==> src/rtl/ata_rd_pkg.sv <==
package ata_rd_pkg;

    localparam logic [2:0] REG_DATA    = 3'd0;
    localparam logic [2:0] REG_SECCNT  = 3'd2;
    localparam logic [2:0] REG_LBA_LO  = 3'd3;
    localparam logic [2:0] REG_LBA_MID = 3'd4;
    localparam logic [2:0] REG_LBA_HI  = 3'd5;
    localparam logic [2:0] REG_DEVSEL  = 3'd6;
    localparam logic [2:0] REG_CMDSTAT = 3'd7;

    localparam logic [7:0] CMD_READ_SECT = 8'h20;
    localparam logic [7:0] STAT_MASK     = 8'h88;
    localparam logic [7:0] STAT_READY    = 8'h08;
    localparam logic [7:0] DEV_BASE      = 8'hE0;

    typedef enum logic [3:0] {
        S_IDLE, S_CNT, S_LBA0, S_LBA1, S_LBA2, S_DEV, S_CMD, S_POLL, S_DATA, S_FIN
    } seq_state_e;

    typedef struct packed {
        logic       wr;
        logic       rd;
        logic [2:0] addr;
        logic [7:0] wdata;
    } bus_cmd_t;

    typedef struct packed {
        logic [27:0] lba;
        logic [7:0]  count;
        logic        slave;
    } xfer_req_t;

    function automatic logic [7:0] dev_byte(input logic [3:0] lba_top, input logic slv);
        return DEV_BASE | {3'b000, slv, lba_top};
    endfunction

    function automatic logic stat_ready(input logic [7:0] s);
        return (s & STAT_MASK) == STAT_READY;
    endfunction

    function automatic logic stat_fault(input logic [7:0] s);
        return !s[7] && s[0];
    endfunction

endpackage

==> src/rtl/ata_rd_poll.sv <==
module ata_rd_poll
    import ata_rd_pkg::*;
#(
    parameter int PW = 16
) (
    input  logic          clk,
    input  logic          rst,
    input  logic          active,
    input  logic [7:0]    status,
    input  logic [PW-1:0] limit,
    output logic          ready,
    output logic          fault,
    output logic          expired
);
    logic [PW-1:0] cnt_q;
    logic [PW:0]   tries;

    assign fault   = active && stat_fault(status);
    assign ready   = active && !fault && stat_ready(status);
    assign tries   = {1'b0, cnt_q} + {{PW{1'b0}}, 1'b1};
    assign expired = active && !fault && !ready && (tries >= {1'b0, limit});

    always_ff @(posedge clk) begin
        if (rst || !active) begin
            cnt_q <= '0;
        end else if (!ready && !fault && !expired) begin
            cnt_q <= cnt_q + 1'b1;
        end
    end

    // leaving the poll clears the attempt count
    p_count_cleared_r8: assert property (@(posedge clk) disable iff (rst)
        !active |=> cnt_q == '0);

    // never more attempts than the limit (at least one)
    p_count_in_range_r8: assert property (@(posedge clk) disable iff (rst)
        (active && limit != '0) |-> ({1'b0, cnt_q} < {1'b0, limit}));

    // at most one poll outcome per cycle
    p_one_outcome_r5: assert property (@(posedge clk) disable iff (rst)
        $onehot0({ready, fault, expired}));

endmodule

==> src/rtl/ata_rd_xfer.sv <==
module ata_rd_xfer #(
    parameter int AW  = 20,
    parameter int WPS = 256
) (
    input  logic          clk,
    input  logic          rst,
    input  logic          load,
    input  logic [7:0]    count,
    input  logic [AW-1:0] dst,
    input  logic          word_stb,
    input  logic [15:0]   rdata,
    output logic          last_word,
    output logic          last_sector,
    output logic          mem_we,
    output logic [AW-1:0] mem_addr,
    output logic [15:0]   mem_wdata
);
    localparam int WIW = $clog2(WPS);
    localparam int SCW = 9;
    localparam logic [WIW-1:0] WORD_LAST = WIW'(WPS - 1);

    logic [WIW-1:0] word_q;
    logic [SCW-1:0] sec_left_q;
    logic [AW-1:0]  ptr_q;

    assign last_word   = word_q == WORD_LAST;
    assign last_sector = sec_left_q == SCW'(1);

    always_ff @(posedge clk) begin
        if (rst) begin
            word_q     <= '0;
            sec_left_q <= '0;
            ptr_q      <= '0;
            mem_we     <= 1'b0;
            mem_addr   <= '0;
            mem_wdata  <= '0;
        end else begin
            mem_we <= word_stb;
            if (load) begin
                word_q     <= '0;
                sec_left_q <= (count == 8'd0) ? SCW'(256) : SCW'(count);
                ptr_q      <= dst;
            end else if (word_stb) begin
                mem_addr  <= ptr_q;
                mem_wdata <= rdata;
                ptr_q     <= ptr_q + AW'(2);
                word_q    <= last_word ? '0 : word_q + 1'b1;
                if (last_word) begin
                    sec_left_q <= sec_left_q - 1'b1;
                end
            end
        end
    end

    // consecutive writes step by one 16-bit word
    p_addr_step_r6: assert property (@(posedge clk) disable iff (rst)
        (mem_we && $past(mem_we)) |-> mem_addr == $past(mem_addr) + AW'(2));

    // no data read once all sectors are consumed
    p_sector_left_r6: assert property (@(posedge clk) disable iff (rst)
        word_stb |-> sec_left_q != '0);

endmodule

==> src/rtl/ata_rd_seq.sv <==
module ata_rd_seq
    import ata_rd_pkg::*;
(
    input  logic      clk,
    input  logic      rst,
    input  logic      start,
    input  xfer_req_t req,
    input  logic      poll_ready,
    input  logic      poll_fault,
    input  logic      poll_expired,
    input  logic      last_word,
    input  logic      last_sector,
    output bus_cmd_t  cmd,
    output logic      load,
    output logic      poll_active,
    output logic      word_stb,
    output logic      busy,
    output logic      done,
    output logic      error,
    output logic      timeout
);
    seq_state_e state_q, state_d;
    xfer_req_t  req_q;

    assign load        = (state_q == S_IDLE) && start;
    assign poll_active = state_q == S_POLL;
    assign word_stb    = state_q == S_DATA;
    assign busy        = state_q != S_IDLE;

    always_comb begin
        cmd = '0;
        case (state_q)
            S_CNT:  begin cmd.wr = 1'b1; cmd.addr = REG_SECCNT;  cmd.wdata = req_q.count;       end
            S_LBA0: begin cmd.wr = 1'b1; cmd.addr = REG_LBA_LO;  cmd.wdata = req_q.lba[7:0];    end
            S_LBA1: begin cmd.wr = 1'b1; cmd.addr = REG_LBA_MID; cmd.wdata = req_q.lba[15:8];   end
            S_LBA2: begin cmd.wr = 1'b1; cmd.addr = REG_LBA_HI;  cmd.wdata = req_q.lba[23:16];  end
            S_DEV:  begin
                cmd.wr    = 1'b1;
                cmd.addr  = REG_DEVSEL;
                cmd.wdata = dev_byte(req_q.lba[27:24], req_q.slave);
            end
            S_CMD:  begin cmd.wr = 1'b1; cmd.addr = REG_CMDSTAT; cmd.wdata = CMD_READ_SECT;     end
            S_POLL: begin cmd.rd = 1'b1; cmd.addr = REG_CMDSTAT; end
            S_DATA: begin cmd.rd = 1'b1; cmd.addr = REG_DATA;    end
            default: ;
        endcase
    end

    always_comb begin
        state_d = state_q;
        case (state_q)
            S_IDLE: if (start) state_d = S_CNT;
            S_CNT:  state_d = S_LBA0;
            S_LBA0: state_d = S_LBA1;
            S_LBA1: state_d = S_LBA2;
            S_LBA2: state_d = S_DEV;
            S_DEV:  state_d = S_CMD;
            S_CMD:  state_d = S_POLL;
            S_POLL: begin
                if (poll_fault || poll_expired) state_d = S_IDLE;
                else if (poll_ready)            state_d = S_DATA;
            end
            S_DATA: if (last_word) state_d = last_sector ? S_FIN : S_POLL;
            S_FIN:  state_d = S_IDLE;
            default: state_d = S_IDLE;
        endcase
    end

    always_ff @(posedge clk) begin
        if (rst) begin
            state_q <= S_IDLE;
            req_q   <= '0;
            done    <= 1'b0;
            error   <= 1'b0;
            timeout <= 1'b0;
        end else begin
            state_q <= state_d;
            if (load) req_q <= req;
            done    <= state_q == S_FIN;
            error   <= poll_active && (poll_fault || poll_expired);
            timeout <= poll_active && poll_expired;
        end
    end

    // the bus carries one direction per cycle
    p_one_strobe_r4: assert property (@(posedge clk) disable iff (rst)
        !(cmd.wr && cmd.rd));

    // the command write is followed by a status read
    p_poll_after_cmd_r4: assert property (@(posedge clk) disable iff (rst)
        (cmd.wr && cmd.addr == REG_CMDSTAT) |=> (cmd.rd && cmd.addr == REG_CMDSTAT));

    // the captured request is frozen while a transfer runs
    p_req_frozen_r10: assert property (@(posedge clk) disable iff (rst)
        busy |=> $stable(req_q));

    // completion comes with the block idle and no abort
    p_done_idle_r9: assert property (@(posedge clk) disable iff (rst)
        done |-> (!busy && !error));

    // a timeout is always reported as an abort
    p_timeout_is_error_r8: assert property (@(posedge clk) disable iff (rst)
        timeout |-> error);

endmodule

==> src/rtl/ata_pio_reader.sv <==
module ata_pio_reader
    import ata_rd_pkg::*;
#(
    parameter int AW  = 20,
    parameter int PW  = 16,
    parameter int WPS = 256
) (
    input  logic          clk,
    input  logic          rst,
    input  logic          start,
    input  logic [27:0]   lba,
    input  logic [7:0]    sec_count,
    input  logic          slave,
    input  logic [AW-1:0] dst_addr,
    input  logic [PW-1:0] poll_limit,
    output logic [2:0]    bus_addr,
    output logic          bus_wr,
    output logic          bus_rd,
    output logic [7:0]    bus_wdata,
    input  logic [15:0]   bus_rdata,
    output logic          mem_we,
    output logic [AW-1:0] mem_addr,
    output logic [15:0]   mem_wdata,
    output logic          busy,
    output logic          done,
    output logic          error,
    output logic          timeout
);
    xfer_req_t req;
    bus_cmd_t  cmd;
    logic      load, poll_active, word_stb;
    logic      poll_ready, poll_fault, poll_expired;
    logic      last_word, last_sector;

    assign req       = '{lba: lba, count: sec_count, slave: slave};
    assign bus_addr  = cmd.addr;
    assign bus_wr    = cmd.wr;
    assign bus_rd    = cmd.rd;
    assign bus_wdata = cmd.wdata;

    ata_rd_seq u_seq (
        .clk          (clk),
        .rst          (rst),
        .start        (start),
        .req          (req),
        .poll_ready   (poll_ready),
        .poll_fault   (poll_fault),
        .poll_expired (poll_expired),
        .last_word    (last_word),
        .last_sector  (last_sector),
        .cmd          (cmd),
        .load         (load),
        .poll_active  (poll_active),
        .word_stb     (word_stb),
        .busy         (busy),
        .done         (done),
        .error        (error),
        .timeout      (timeout)
    );

    ata_rd_poll #(.PW(PW)) u_poll (
        .clk     (clk),
        .rst     (rst),
        .active  (poll_active),
        .status  (bus_rdata[7:0]),
        .limit   (poll_limit),
        .ready   (poll_ready),
        .fault   (poll_fault),
        .expired (poll_expired)
    );

    ata_rd_xfer #(.AW(AW), .WPS(WPS)) u_xfer (
        .clk         (clk),
        .rst         (rst),
        .load        (load),
        .count       (sec_count),
        .dst         (dst_addr),
        .word_stb    (word_stb),
        .rdata       (bus_rdata),
        .last_word   (last_word),
        .last_sector (last_sector),
        .mem_we      (mem_we),
        .mem_addr    (mem_addr),
        .mem_wdata   (mem_wdata)
    );

endmodule

==> config.mk <==
export PLATFORM = sky130hd
export DESIGN_NAME = ata_pio_reader
export DESIGN_NICKNAME = d
export VERILOG_FILES = /design/src/rtl/ata_rd_pkg.sv /design/src/rtl/ata_rd_poll.sv /design/src/rtl/ata_rd_xfer.sv /design/src/rtl/ata_rd_seq.sv /design/src/rtl/ata_pio_reader.sv
export SDC_FILE = /design/constraint.sdc
export NUM_CORES = 1
export LEC_CHECK = 0
export ABC_CLOCK_PERIOD_IN_PS = 4300
export BUFFER_PORTS_ARGS = -buffer_cell sky130_fd_sc_hd__buf_2
export CAP_MARGIN = 20
export CORE_AREA = 5 5 127 129
export DETAILED_ROUTE_END_ITERATION = 6
export DIE_AREA = 0 0 132 134
export PLACE_DENSITY_LB_ADDON = 0.12
export SLEW_MARGIN = 10
export SYNTH_ARGS = -nofsm -noshare
export SYNTH_HDL_FRONTEND = slang
export SYNTH_SLANG_ARGS = --single-unit
==> constraint.sdc <==
create_clock -name clk -period 4.3 [get_ports clk]
set_input_delay 0.43 -clock clk [delete_from_list [all_inputs] [get_ports clk]]
set_output_delay 0.43 -clock clk [all_outputs]
set_load 0.01 [all_outputs]
Word level (Yosys, flattened, before mapping)
Index checks and enable logic that the tools add are counted.
Widths: inputs -> output; s select.
Word-level totals
  output and inout port bits: 54
  bits in registers: 134
  input bits: 92
Operators by class
  magnitude comparators: 1
  bitwise gates (word level): 1
  equal/unequal tests: 15
  add/sub/neg operators: 5
  reduce and logical (&&, ||, !) cells: 30
  muxes and demuxes: 17
Operators with widths (count)
  $pmux 8 s6: 1
  $mux 20: 2
  $mux 9: 4
  $pmux 4 s9: 1
  $add 20x2->20 const B: 1
  $mux 4: 5
  $pmux 3 s6: 1
  $add 16x1->17 const B: 1
  $ge 17x16->1: 1
  $add 16x1->16 const B: 1
  $eq 4x3->1 const B: 4
  $logic_and 1x1->1: 11
  $eq 9x1->1 const B: 1
  $sub 9x1->9 const B: 1
  $add 8x1->8 const B: 1
  $eq 4x2->1 const B: 2
  $eq 4x4->1 const B: 2
  $eq 8x8->1 const B: 1
  $logic_not 8->1: 1
  $mux 8: 1
  $reduce_or 2->1: 3
  $reduce_or 6->1: 1
  $logic_not 1->1: 5
  $eq 4x1->1 const B: 1
  other kinds (11): 16

Depth between registers and ports, before layout
Gate-level depths: netlist (run 1).
  depth in word-level cells: 12
  gate-level depth with buffers: 14
  mapped depth without buffers: 12

Cells and area by module
Synthesis (run 1) repeated with hierarchy kept, for this count alone.
Unflattened totals
  cells, all modules: 868
  area, all modules: 6810.3 um^2
By module, submodules not included
  ata_rd_xfer: sequential area each 1481.4 um^2, times used 1, area an instance 3316.9 um^2, cells an instance 416
  ata_rd_seq: sequential area each 880.8 um^2, times used 1, area an instance 2019.4 um^2, cells an instance 271
  ata_rd_poll: sequential area each 320.3 um^2, times used 1, area an instance 1473.9 um^2, cells an instance 181

Worst setup path after synthesis (run 1)
Ideal clock, no wire load.
  kind: register to register
  from: register u_poll.cnt_q[0]
  to: register u_poll.cnt_q[5]
  setup time: 0.059 ns
  stages on the path, launching flop included: 12
  slack: 1.145 ns
  arrival time: 3.095 ns
  path buffers: 0
  cell sequence: dfxtp_1 -> ha_1 -> inv_1 -> nor4_4 -> nand4_1 -> xnor2_1 -> ha_1 -> a21o_1 -> a221o_1 -> or4_1 -> or4_1 -> nand2_1
Between the ends
  cells in the longest elaborated chain, start to end: 5
RTL lines
  from (decl): RTL line ata_rd_poll.sv:15  | logic [PW-1:0] cnt_q;
  from (signal assigned): RTL line ata_rd_poll.sv:27  | cnt_q <= cnt_q + 1'b1;
  $add 16x1->17: RTL line ata_rd_poll.sv:20  | assign tries = {1'b0, cnt_q} + {{PW{1'b0}}, 1'b1};
  named net u_poll.tries[14]: RTL line ata_rd_poll.sv:16  | logic [PW:0] tries;
  $ge 17x16->1: RTL line ata_rd_poll.sv:21  | assign expired = active && !fault && !ready && (tries >= {1'b0, limit});
  $logic_and 1x1->1: RTL line ata_rd_poll.sv:21
  $logic_not 1->1: RTL line ata_rd_poll.sv:26  | end else if (!ready && !fault && !expired) begin
  $logic_and 1x1->1: RTL line ata_rd_poll.sv:26
The timed path passes the listed nets, and every way through them passes these cells.
A chain may end at the register's enable or synchronous reset.

Worst setup path in the final report (run 1)
  from: register u_poll.cnt_q[0]
  to: register u_poll.cnt_q[9]
The elaborated chain is that of the path after synthesis.

==> run_results.csv, run 1 <==
group,metric,value,unit
cells_and_area,net_count_reported_at_finish,1081,
routing,route.final.wire_length,18.16,mm
critical_path,critPathLaunchType,"flip-flop",
cts,tritoncts.num_buffers,17,
global_route,grt_start_max_net_pins,70,
cts,cts_max_level,4,
place,numPortBuffers,145,
floorplanning,design.portCount,146,
sta,grt_setup_unrepaired,"false",
critical_path,flop2flop_setup_slack,0.60,ns
floorplanning,starting_density_of_the_core,44.03,%
worst_hold_path,hold_path_end,"u_seq.req_q[13]",
sta,min_period_over_period,86.10,%
routing,drt-wirelength-per-cell,15.53,microns
global_route,groute.usage.overall,20.44,%
logic_synthesis,synth-warning-count,0,
sta,post-route-worst-setup-slack,0.5977,ns
cells_and_area,area_of_the_multi_input_gates,3606,sq um
power,static_leakage,3.323,nW
sta,tns,0,ns
outcome,outcome,"finished clean",
cts,clkLatencyLatePin,0.42,ns
worst_hold_path,holdCritPathClass,"in2reg",
global_route,wire_length_of_the_first_global_routing_pass,29.88,mm
global_route,globalRoute.totalOverflow,0,
worst_hold_path,holdPathStages,3,
routing,vias_per_cell,5.405,
sta,tightestPinTransition,0.9110,ns
routing,initialDrtViolationCount,485,
power,vdd_ir_drop_max,299.7,uV
job,maximum_capacitance_violations,0,
critical_path,critPathMaxStageDelay,0.51,ns
critical_path,r2r_cells,11,
routing,route.vias.total,6319,
critical_path,worst_path_most_repeated_cell,"sky130_fd_sc_hd__ha_1",
critical_path,crit_path_cell_trace,"ha_1 > inv_1 > nor4_4 > nand4_1 > xnor2_1 > ha_1 > a21o_1 > a221o_1 > nand2b_1 > or4_1 > a21oi_1",
logic_synthesis,yosys_most_used_dff,"sky130_fd_sc_hd__dfxtp_1",
logic_synthesis,netlist-cell-type-count,58,
critical_path,critical-path-slowest-cell,"sky130_fd_sc_hd__or4_1",
cells_and_area,drive_gt1_share,20.69,%
critical_path,cp-end-kind,"flip-flop",
critical_path,rr_startpoint,"u_poll.cnt_q[0]",
cts,tritoncts_num_sinks,134,
power,power_density,395.5,nW/um^2
critical_path,worst_ep_arrival_time,4.04,ns
routing,drc,0,
critical_path,worst_r2r_endpoint,"u_poll.cnt_q[9]",
floorplanning,fp.dieW,132,microns
sta,report.final.setup_viol,0,
cells_and_area,num_antenna_cells,0,
global_route,grt_pass1_vias,5933,
sta,slew-limit-headroom,39.19,%
critical_path,worst_ep_required_time,4.64,ns
logic_synthesis,synthesis.instances,849,
cells_and_area,finalCoreUtilization,53.65,%
cells_and_area,final_cell_mix,"sky130_fd_sc_hd__nand2_1 (202), sky130_fd_sc_hd__buf_2 (144), sky130_fd_sc_hd__dfxtp_1 (134)",
cts,postCtsSetupBuffers,0,
logic_synthesis,synth_area_per_cell,7.739,sq um
logic_synthesis,postSynthRegisterBits,134,
cells_and_area,filler_cell_count,1475,
critical_path,cp_top_family,"simple AND/OR/NAND/NOR gates",
worst_hold_path,hp-start,"lba[4]",
cts,cts_tree,"done",
logic_synthesis,asr_flop_ratio_synth,0,%
routing,drt_pre_antenna_iters,5,
sta,achievable-frequency,0.2701,GHz
power,total_design_power,3.166,mW
cells_and_area,layoutNonFillerInstCount,1169,
global_route,antenna_violations_before_repair,0,
cts,clk_pin_slew,0.06,ns
floorplanning,design.core.area,14920,sq um
floorplanning,die_area,17690,sq um
cells_and_area,layout_commonest_cell,"sky130_fd_sc_hd__nand2_1",
sta,skew,0.01021,ns
floorplanning,rows,45,
cells_and_area,layout-area-overhead-vs-synth,21.84,%
place,dp_slack,0.6393,ns
place,hpwl,12.38,mm
cts,max-clock-path-buffers,2,
critical_path,timing.setup.critical_path_class,"reg2reg",
place,gp_congestion,0.7924,
cts,holdBufCountCts,0,
sta,timing.final.hold_violations,0,
critical_path,critPathMaxFanout,18,
sta,final.min_clock_period,3.702,ns
place,dp_cells,1137,
cts,cts_repair_resize_count,0,
logic_synthesis,netlist_area_before_placement,6570,sq um
critical_path,cp.buffers_inverters,1,
cells_and_area,area.sequential,2683,sq um
logic_synthesis,synth-edff-count,0,
routing,antenna_left,0,
floorplanning,die-height,134,microns
logic_synthesis,synth_sequential_area_ratio,40.83,%
cts,cts-root-buf,"sky130_fd_sc_hd__clkbuf_16",
sta,report.final.slew_viol_count,0,
logic_synthesis,synth.net_count,962,
==> cell type report <==
type / instances / area share, %
inverter: 20 / 0.9378
timing repair buffer: 153 / 9.847
sequential: 134 / 33.51
clock buffer: 21 / 5.877
tap: 188 / 2.938
clock inverter: 11 / 1.844
multi-input combinational: 642 / 45.05
==> synth_stat cells (9+ instances only) <==
master                     count  share of area [%]
sky130_fd_sc_hd__nand2_1     203                 12
sky130_fd_sc_hd__dfxtp_1     134                 41
sky130_fd_sc_hd__a21oi_1     110                8.4
sky130_fd_sc_hd__nor2_1       59                3.4
sky130_fd_sc_hd__clkbuf_1     47                2.7
sky130_fd_sc_hd__o21ai_0      23                1.8
sky130_fd_sc_hd__ha_1         21                4.0
sky130_fd_sc_hd__inv_1        20                1.1
sky130_fd_sc_hd__nor3_1       20                1.5
sky130_fd_sc_hd__nand3_1      17                1.3
sky130_fd_sc_hd__nand4_1      17                1.6
sky130_fd_sc_hd__xor2_1       16                2.1
sky130_fd_sc_hd__o31ai_1      11                1.3
sky130_fd_sc_hd__a211oi_1     10                1.1
sky130_fd_sc_hd__a22oi_1      10                1.1
sky130_fd_sc_hd__xnor2_1      10                1.3
sky130_fd_sc_hd__or4_1         9                1.0
==> sequential cells by signal, summed over array words and instances, names as in the netlist <==
name	cells
u_poll.cnt_q	16
u_seq.done	1
u_seq.error	1
u_seq.req_q	37
u_seq.state_q	4
u_seq.timeout	1
u_xfer.mem_addr	20
u_xfer.mem_wdata	16
u_xfer.mem_we	1
u_xfer.ptr_q	20
u_xfer.sec_left_q	9
u_xfer.word_q	8
==> cells by family (layout without fill, tap and decap cells) <==
| group | after synthesis | in the layout | share of synthesized area [%] |
|---|---|---|---|
| fa+ha+maj | 21 | 21 | 3.999 |
| compound gates | 207 | 207 | 19.02 |
| xor+xnor | 26 | 26 | 3.466 |
| mux | 12 | 12 | 1.923 |
| buf+inv | 73 | 205 | 4.437 |
| simple gates | 376 | 376 | 26.32 |
| flops | 134 | 134 | 40.83 |
==> metrics by stage <==
step | area [sq um] | hold WS (ns)
floorplan | 6570 | 0.4321
finish | 8005 | 0.2410
CTS | 8005 | 0.2260
global route | 8005 | 0.2303
detailed placement | 7387 | 0.4434
global placement | 7387 | 0.4391
==> worst max-delay path by stage <==
stage | start | endpoint | slack, ns | cells past startpoint
after floorplan | u_poll.cnt_q[0] | u_poll.cnt_q[5] | 1.15 | 11
after global placement | u_poll.cnt_q[0] | u_poll.cnt_q[12] | 0.73 | 11
after detailed placement | u_poll.cnt_q[0] | u_poll.cnt_q[3] | 0.64 | 11
after CTS | u_poll.cnt_q[0] | u_poll.cnt_q[3] | 0.60 | 11
after global routing | u_poll.cnt_q[0] | u_poll.cnt_q[15] | 0.29 | 11
final | u_poll.cnt_q[0] | u_poll.cnt_q[9] | 0.60 | 11
==> power breakdown <==
group          internal [mW]  switching (mW)  total (mW)
registers               1.29          0.0551        1.35
clock network          0.958           0.560        1.52
logic                  0.121           0.178       0.299
==> worst reg2reg max path, cell delays in order (launching register included) <==
cell and delay [ns]:
sky130_fd_sc_hd__dfxtp_1 0.41, sky130_fd_sc_hd__ha_1 0.23, sky130_fd_sc_hd__inv_1 0.12, sky130_fd_sc_hd__nor4_4 0.48, sky130_fd_sc_hd__nand4_1 0.20, sky130_fd_sc_hd__xnor2_1 0.20, sky130_fd_sc_hd__ha_1 0.27, sky130_fd_sc_hd__a21o_1 0.16
sky130_fd_sc_hd__a221o_1 0.47, sky130_fd_sc_hd__nand2b_1 0.45, sky130_fd_sc_hd__or4_1 0.51, sky130_fd_sc_hd__a21oi_1 0.15
==> metal layers <==
layer  GRT usage [%]  vias to the layer above  part of all wire (%)
li1                -                     3222                     -
met1           27.38                     2925                    46
met2           32.03                      144                    47
met3           5.851                       28                   4.6
met4           6.286                        0                   2.1
met5               0                        -                     0
No activity file was read; power rests on OpenSTA's default activity.
==> inputs of run 2 (changes only) <==
Settings changed: CORE_AREA 5 5 127 129 to 5 5 109 151, DIE_AREA 0 0 132 134 to 0 0 114 156, PLACE_DENSITY set to 0.73, PLACE_DENSITY_LB_ADDON 0.12 to unset.
==> run 2 against run 1 <==
  * Die area increased by 0.54%
  * Flip-flop and latch count is the same
  * Hold slack improved by 0.013 ns
  * Via count grew 0.78%
  * Wire length is 3.1% lower
  * Sequential power barely moved
  * Sequential share of layout area hardly changed
  * Maximum frequency is 1.2% higher
  * Critical path type unchanged
  * Largest power group unchanged
  * Highest routed layer unchanged
==> run_results.csv, run 2 (synthesized netlist as in run 1, its figures left out) <==
group,metric,value,unit
outcome,outcome,"finished clean",
sta,tightestPinTransition,0.8493,ns
routing,drt_pre_antenna_iters,5,
power,static_leakage,3.327,nW
sta,timing.final.hold_violations,0,
routing,route.final.wire_length,17.60,mm
sta,skew,0.008875,ns
sta,achievable-frequency,0.2733,GHz
global_route,grt.met3_usage,3.958,%
cts,holdBufCountCts,0,
cts,cts_max_level,4,
cells_and_area,num_antenna_cells,0,
place,gp_congestion,0.8761,
critical_path,worst_ep_required_time,4.64,ns
cells_and_area,largest_register,"u_seq.req_q",
critical_path,timing.setup.critical_path_class,"reg2reg",
floorplanning,design.core.area,14920,sq um
critical_path,critPathLaunchType,"flip-flop",
worst_hold_path,holdCritPathClass,"in2reg",
floorplanning,starting_density_of_the_core,44.03,%
sta,report.final.setup_viol,0,
cts,clkLatencyLatePin,0.41,ns
global_route,wire_length_of_the_first_global_routing_pass,29.15,mm
cts,cts_tree,"done",
critical_path,r2r_cells,11,
cts,postCtsSetupBuffers,0,
job,maximum_capacitance_violations,0,
cells_and_area,finalCoreUtilization,53.72,%
global_route,globalRoute.totalOverflow,0,
routing,antenna_left,0,
cts,cts_repair_resize_count,0,
global_route,groute.usage.overall,19.81,%
cts,max-clock-path-buffers,2,
cells_and_area,final_cell_mix,"sky130_fd_sc_hd__nand2_1 (202), sky130_fd_sc_hd__buf_2 (144), sky130_fd_sc_hd__dfxtp_1 (134)",
power,power_density,393.9,nW/um^2
cells_and_area,layout_commonest_cell,"sky130_fd_sc_hd__nand2_1",
floorplanning,rows,53,
floorplanning,die-height,156,microns
cts,cts-root-buf,"sky130_fd_sc_hd__clkbuf_16",
critical_path,worst_ep_arrival_time,4.00,ns
routing,initialDrtViolationCount,352,
sta,final.min_clock_period,3.659,ns
power,vdd_ir_drop_max,236.1,uV
cells_and_area,drive_gt1_share,20.57,%
critical_path,cp-end-kind,"flip-flop",
cells_and_area,net_count_reported_at_finish,1082,
routing,drt-wirelength-per-cell,14.99,microns
floorplanning,design.portCount,146,
sta,tns,0,ns
worst_hold_path,holdPathStages,3,
global_route,met1_routing_resource_usage_after_global_routing,24.13,%
critical_path,critPathMaxFanout,18,
sta,report.final.slew_viol_count,0,
floorplanning,die_area,17780,sq um
global_route,grt_start_max_net_pins,83,
cts,clk_pin_slew,0.06,ns
global_route,top_usage_layer,"met2",
global_route,groute.layer.met2.usage,34.90,%
floorplanning,fp.dieW,114,microns
place,numPortBuffers,145,
cts,tritoncts.num_buffers,17,
cells_and_area,largest_register_ffs,37,
cells_and_area,layout-area-overhead-vs-synth,22.00,%
place,hpwl,12.27,mm
sta,grt_setup_unrepaired,"false",
sta,slew-limit-headroom,43.38,%
routing,route.vias.total,6368,
sta,min_period_over_period,85.08,%
routing,drc,0,
routing,vias_per_cell,5.424,
cells_and_area,biggestRegsByFlops,"u_seq.req_q: 37 flops, u_xfer.mem_addr: 20 flops, u_xfer.ptr_q: 20 flops",
global_route,grt_pass1_vias,6125,
global_route,antenna_violations_before_repair,0,
cts,tritoncts_num_sinks,134,
[run 2: changes by cell type in the layout (fill, tap and decap cells not counted), sizes merged]
cell | previous run | this run
bufinv | 3 | 4
clkinv | 3 | 5
clkinvlp | 4 | 3
clkbuf | 21 | 20
buf | 153 | 154
inv | 21 | 20
[run 2: through the flow]
stage	total power, mW	hold slack (ns)	cell area, sq um	std cells	setup WS (ns)
floorplan	1.555	0.4321	6570	849	1.145
global placement	1.667	0.4395	7400	1142	0.7343
detailed placement	1.669	0.4441	7400	1142	0.6671
CTS	3.187	0.2404	8015	1174	0.6465
global route	3.291	0.2464	8015	1174	0.3811
finish	3.157	0.2544	8015	1174	0.6415
[run 2: layer usage]
layer | vias to the layer above | part of all wire [%]
li1 | 3221 | -
met1 | 2943 | 42
met2 | 178 | 51
met3 | 26 | 5.0
met4 | 0 | 1.8
met5 | - | 0
[run 2: layout make-up]
| cell class | instances | area, sq um |
|---|---|---|
| Fill cell | 1458 | 6905 |
| Multi-Input combinational cell | 642 | 3606 |
| Sequential cell | 134 | 2683 |
| Timing Repair Buffer | 154 | 795.8 |
| Clock buffer | 20 | 436.7 |
| Tap cell | 192 | 240.2 |
| Clock inverter | 12 | 178.9 |
| Inverter | 20 | 75.07 |
[run 2: final timing paths]
path                         from  slack, ns                   end
max               u_poll.cnt_q[0]       0.64      u_poll.cnt_q[12]
min                 bus_rdata[15]       0.25  u_xfer.mem_wdata[15]
max reg2reg       u_poll.cnt_q[0]       0.64      u_poll.cnt_q[12]
min reg2reg  u_xfer.mem_wdata[13]       0.45  u_xfer.mem_wdata[13]
[run 2: where the power goes]
group / internal, mW / total, mW / switching (mW) / leakage (nW)
Sequential: 1.29 / 1.34 / 0.0441 / 1.09
Combinational: 0.122 / 0.308 / 0.186 / 1.95
Clock: 0.970 / 1.51 / 0.541 / 0.290
[run 2: worst max-delay path: stages (launching register included)]
cell and delay [ns]:
sky130_fd_sc_hd__dfxtp_1 0.41, sky130_fd_sc_hd__ha_1 0.24, sky130_fd_sc_hd__inv_1 0.12, sky130_fd_sc_hd__nor4_4 0.48
sky130_fd_sc_hd__nand4_1 0.19, sky130_fd_sc_hd__xnor2_1 0.16, sky130_fd_sc_hd__ha_1 0.29, sky130_fd_sc_hd__a21o_1 0.16
sky130_fd_sc_hd__a221o_1 0.46, sky130_fd_sc_hd__nand2b_1 0.43, sky130_fd_sc_hd__or4_1 0.51, sky130_fd_sc_hd__a21oi_1 0.14
==> inputs of run 3 (changes only) <==
Settings changed: CTS_BUF_LIST set to sky130_fd_sc_hd__clkbuf_8.
==> run 3 against run 2 <==
  * Total power fell by 12%
  * Core utilization fell by 1.3 points
  * Sequential power barely moved
  * Highest routed layer unchanged
  * Flip-flop and latch count did not move
  * Largest power group is now sequential cells
  * Register-to-register slack barely moved
  * Largest cell class unchanged
  * Critical path type unchanged
==> run_results.csv, run 3 (synthesized netlist as in run 1, its figures left out) <==
group,metric,value,unit
cts,cts-root-buf,"sky130_fd_sc_hd__clkbuf_8",
worst_hold_path,holdPathStages,3,
power,pwr-share-comb,11.1,%
cells_and_area,finalCoreUtilization,52.44,%
critical_path,critPathMaxFanout,18,
worst_hold_path,hp-start,"bus_rdata[15]",
routing,route.vias.total,6367,
routing,drc,0,
sta,report.final.setup_viol,0,
outcome,outcome,"finished clean",
floorplanning,design.core.area,14920,sq um
routing,vias_per_cell,5.423,
place,gp_congestion,0.8761,
cells_and_area,net_count_reported_at_finish,1082,
place,dp_cells,1142,
critical_path,cp-end-kind,"flip-flop",
worst_hold_path,holdCritPathClass,"in2reg",
sta,min_period_over_period,84.74,%
global_route,grt_start_max_net_pins,83,
cts,max-clock-path-buffers,2,
sta,grt_setup_unrepaired,"false",
floorplanning,rows,53,
power,seq_power_share,48.3,%
cells_and_area,largest_register,"u_seq.req_q",
routing,route.final.wire_length,17.46,mm
cells_and_area,layout-area-overhead-vs-synth,19.08,%
cells_and_area,design_area,7824,sq um
power,power_frac_clock,40.6,%
sta,achievable-frequency,0.2744,GHz
power,static_leakage,3.252,nW
cells_and_area,drive_gt1_share,20.57,%
cts,postCtsSetupBuffers,0,
sta,slew-limit-headroom,43.11,%
sta,tightestPinTransition,0.8534,ns
worst_hold_path,hold_path_end,"u_xfer.mem_wdata[15]",
cts,tritoncts.num_buffers,17,
critical_path,r2r_cells,11,
place,hpwl,12.27,mm
cts,cts_repair_resize_count,0,
cts,clk_pin_slew,0.08,ns
cells_and_area,layout_commonest_cell,"sky130_fd_sc_hd__nand2_1",
critical_path,worst_ep_arrival_time,4.00,ns
power,vdd_ir_drop_max,261.3,uV
global_route,globalRoute.totalOverflow,0,
floorplanning,starting_density_of_the_core,44.03,%
power,power.share.switching,26.24,%
cells_and_area,layoutNonFillerInstCount,1174,
sta,final.min_clock_period,3.644,ns
cts,tritoncts_num_sinks,134,
power,power_density,353.3,nW/um^2
critical_path,worst_r2r_endpoint,"u_poll.cnt_q[12]",
sta,tns,0,ns
cells_and_area,num_antenna_cells,0,
global_route,groute.usage.overall,19.66,%
floorplanning,die-height,156,microns
floorplanning,fp.dieW,114,microns
place,numPortBuffers,145,
job,maximum_capacitance_violations,0,
cells_and_area,biggestRegsByFlops,"u_seq.req_q: 37 flops, u_xfer.mem_addr: 20 flops, u_xfer.ptr_q: 20 flops",
cts,holdBufCountCts,0,
global_route,grt_pass1_vias,6059,
power,net-switching-power,725.3,uW
global_route,wire_length_of_the_first_global_routing_pass,28.86,mm
sta,timing.final.hold_violations,0,
critical_path,worst_ep_required_time,4.66,ns
routing,antenna_left,0,
sta,post-route-worst-setup-slack,0.6563,ns
floorplanning,die_area,17780,sq um
cells_and_area,largest_register_ffs,37,
routing,drt-wirelength-per-cell,14.87,microns
critical_path,critPathLaunchType,"flip-flop",
cells_and_area,final_cell_mix,"sky130_fd_sc_hd__nand2_1 (202), sky130_fd_sc_hd__buf_2 (144), sky130_fd_sc_hd__dfxtp_1 (134)",
cells_and_area,filler_cell_count,1474,
routing,drt_pre_antenna_iters,5,
critical_path,flop2flop_setup_slack,0.66,ns
cts,clkLatencyLatePin,0.44,ns
cts,cts_tree,"done",
critical_path,rr_startpoint,"u_poll.cnt_q[0]",
sta,skew,0.01349,ns
place,place_area,7400,sq um
sta,report.final.slew_viol_count,0,
global_route,antenna_violations_before_repair,0,
floorplanning,design.portCount,146,
routing,initialDrtViolationCount,334,
power,cell_internal_pwr,2.038,mW
place,dp_slack,0.6671,ns
critical_path,timing.setup.critical_path_class,"reg2reg",
cts,cts_max_level,4,
==> run 3: changes by cell type in the layout (fill, tap and decap cells not counted), sizes merged <==
cell,previous run,this run
clkbuf,20,17
inv,20,23
==> run 3: layout make-up <==
cell class | instances | area (sq um) | area share, %
multi-input combinational | 642 | 3606 | 46.09
sequential | 134 | 2683 | 34.29
timing repair buffer | 154 | 795.8 | 10.17
tap | 192 | 240.2 | 3.071
clock buffer | 17 | 234.0 | 2.991
clock inverter | 15 | 190.2 | 2.431
inverter | 20 | 75.07 | 0.9595
==> run 3: worst max-delay path, cell delays in order (launching register included) <==
cell and delay [ns]:
sky130_fd_sc_hd__dfxtp_1 0.41, sky130_fd_sc_hd__ha_1 0.23, sky130_fd_sc_hd__inv_1 0.12, sky130_fd_sc_hd__nor4_4 0.48, sky130_fd_sc_hd__nand4_1 0.19, sky130_fd_sc_hd__xnor2_1 0.16, sky130_fd_sc_hd__ha_1 0.29, sky130_fd_sc_hd__a21o_1 0.16
sky130_fd_sc_hd__a221o_1 0.46, sky130_fd_sc_hd__nand2b_1 0.43, sky130_fd_sc_hd__or4_1 0.50, sky130_fd_sc_hd__a21oi_1 0.14
==> run 3: power by group through the flow <==
stage / logic (mW) / clock network (mW) / registers [mW]
global route: 0.345 / 1.21 / 1.34
detailed placement: 0.307 / 0 / 1.36
floorplan: 0.205 / 0 / 1.35
finish: 0.307 / 1.12 / 1.34
CTS: 0.309 / 1.15 / 1.33
global placement: 0.305 / 0 / 1.36
==> run 3: metal layers <==
metal,global-route usage [%],share of wire (%),wire (microns),vias up
li1,-,-,-,3222
met1,24.10,42,7357,2962
met3,4.579,5.1,894,21
met4,6.055,1.6,277,0
met2,34.03,51,8932,162
met5,0,0,0,-
==> run 3: how the worst max path moves through the flow <==
stage / from / slack, ns / to
final: u_poll.cnt_q[0] / 0.66 / u_poll.cnt_q[12]
after global routing: u_poll.cnt_q[0] / 0.38 / u_seq.error
after CTS: u_poll.cnt_q[0] / 0.64 / u_poll.cnt_q[12]
after detailed placement: u_poll.cnt_q[0] / 0.67 / u_poll.cnt_q[11]
after global placement: u_poll.cnt_q[0] / 0.73 / u_poll.cnt_q[9]
after floorplan: u_poll.cnt_q[0] / 1.15 / u_poll.cnt_q[5]
==> run 3: per-stage QoR <==
stage	hold WS [ns]	total power [mW]
6_report	0.2245	2.764
5_1_grt	0.1959	2.898
4_1_cts	0.1920	2.794
3_5_place_dp	0.4441	1.669
3_3_place_gp	0.4395	1.667
2_1_floorplan	0.4321	1.555
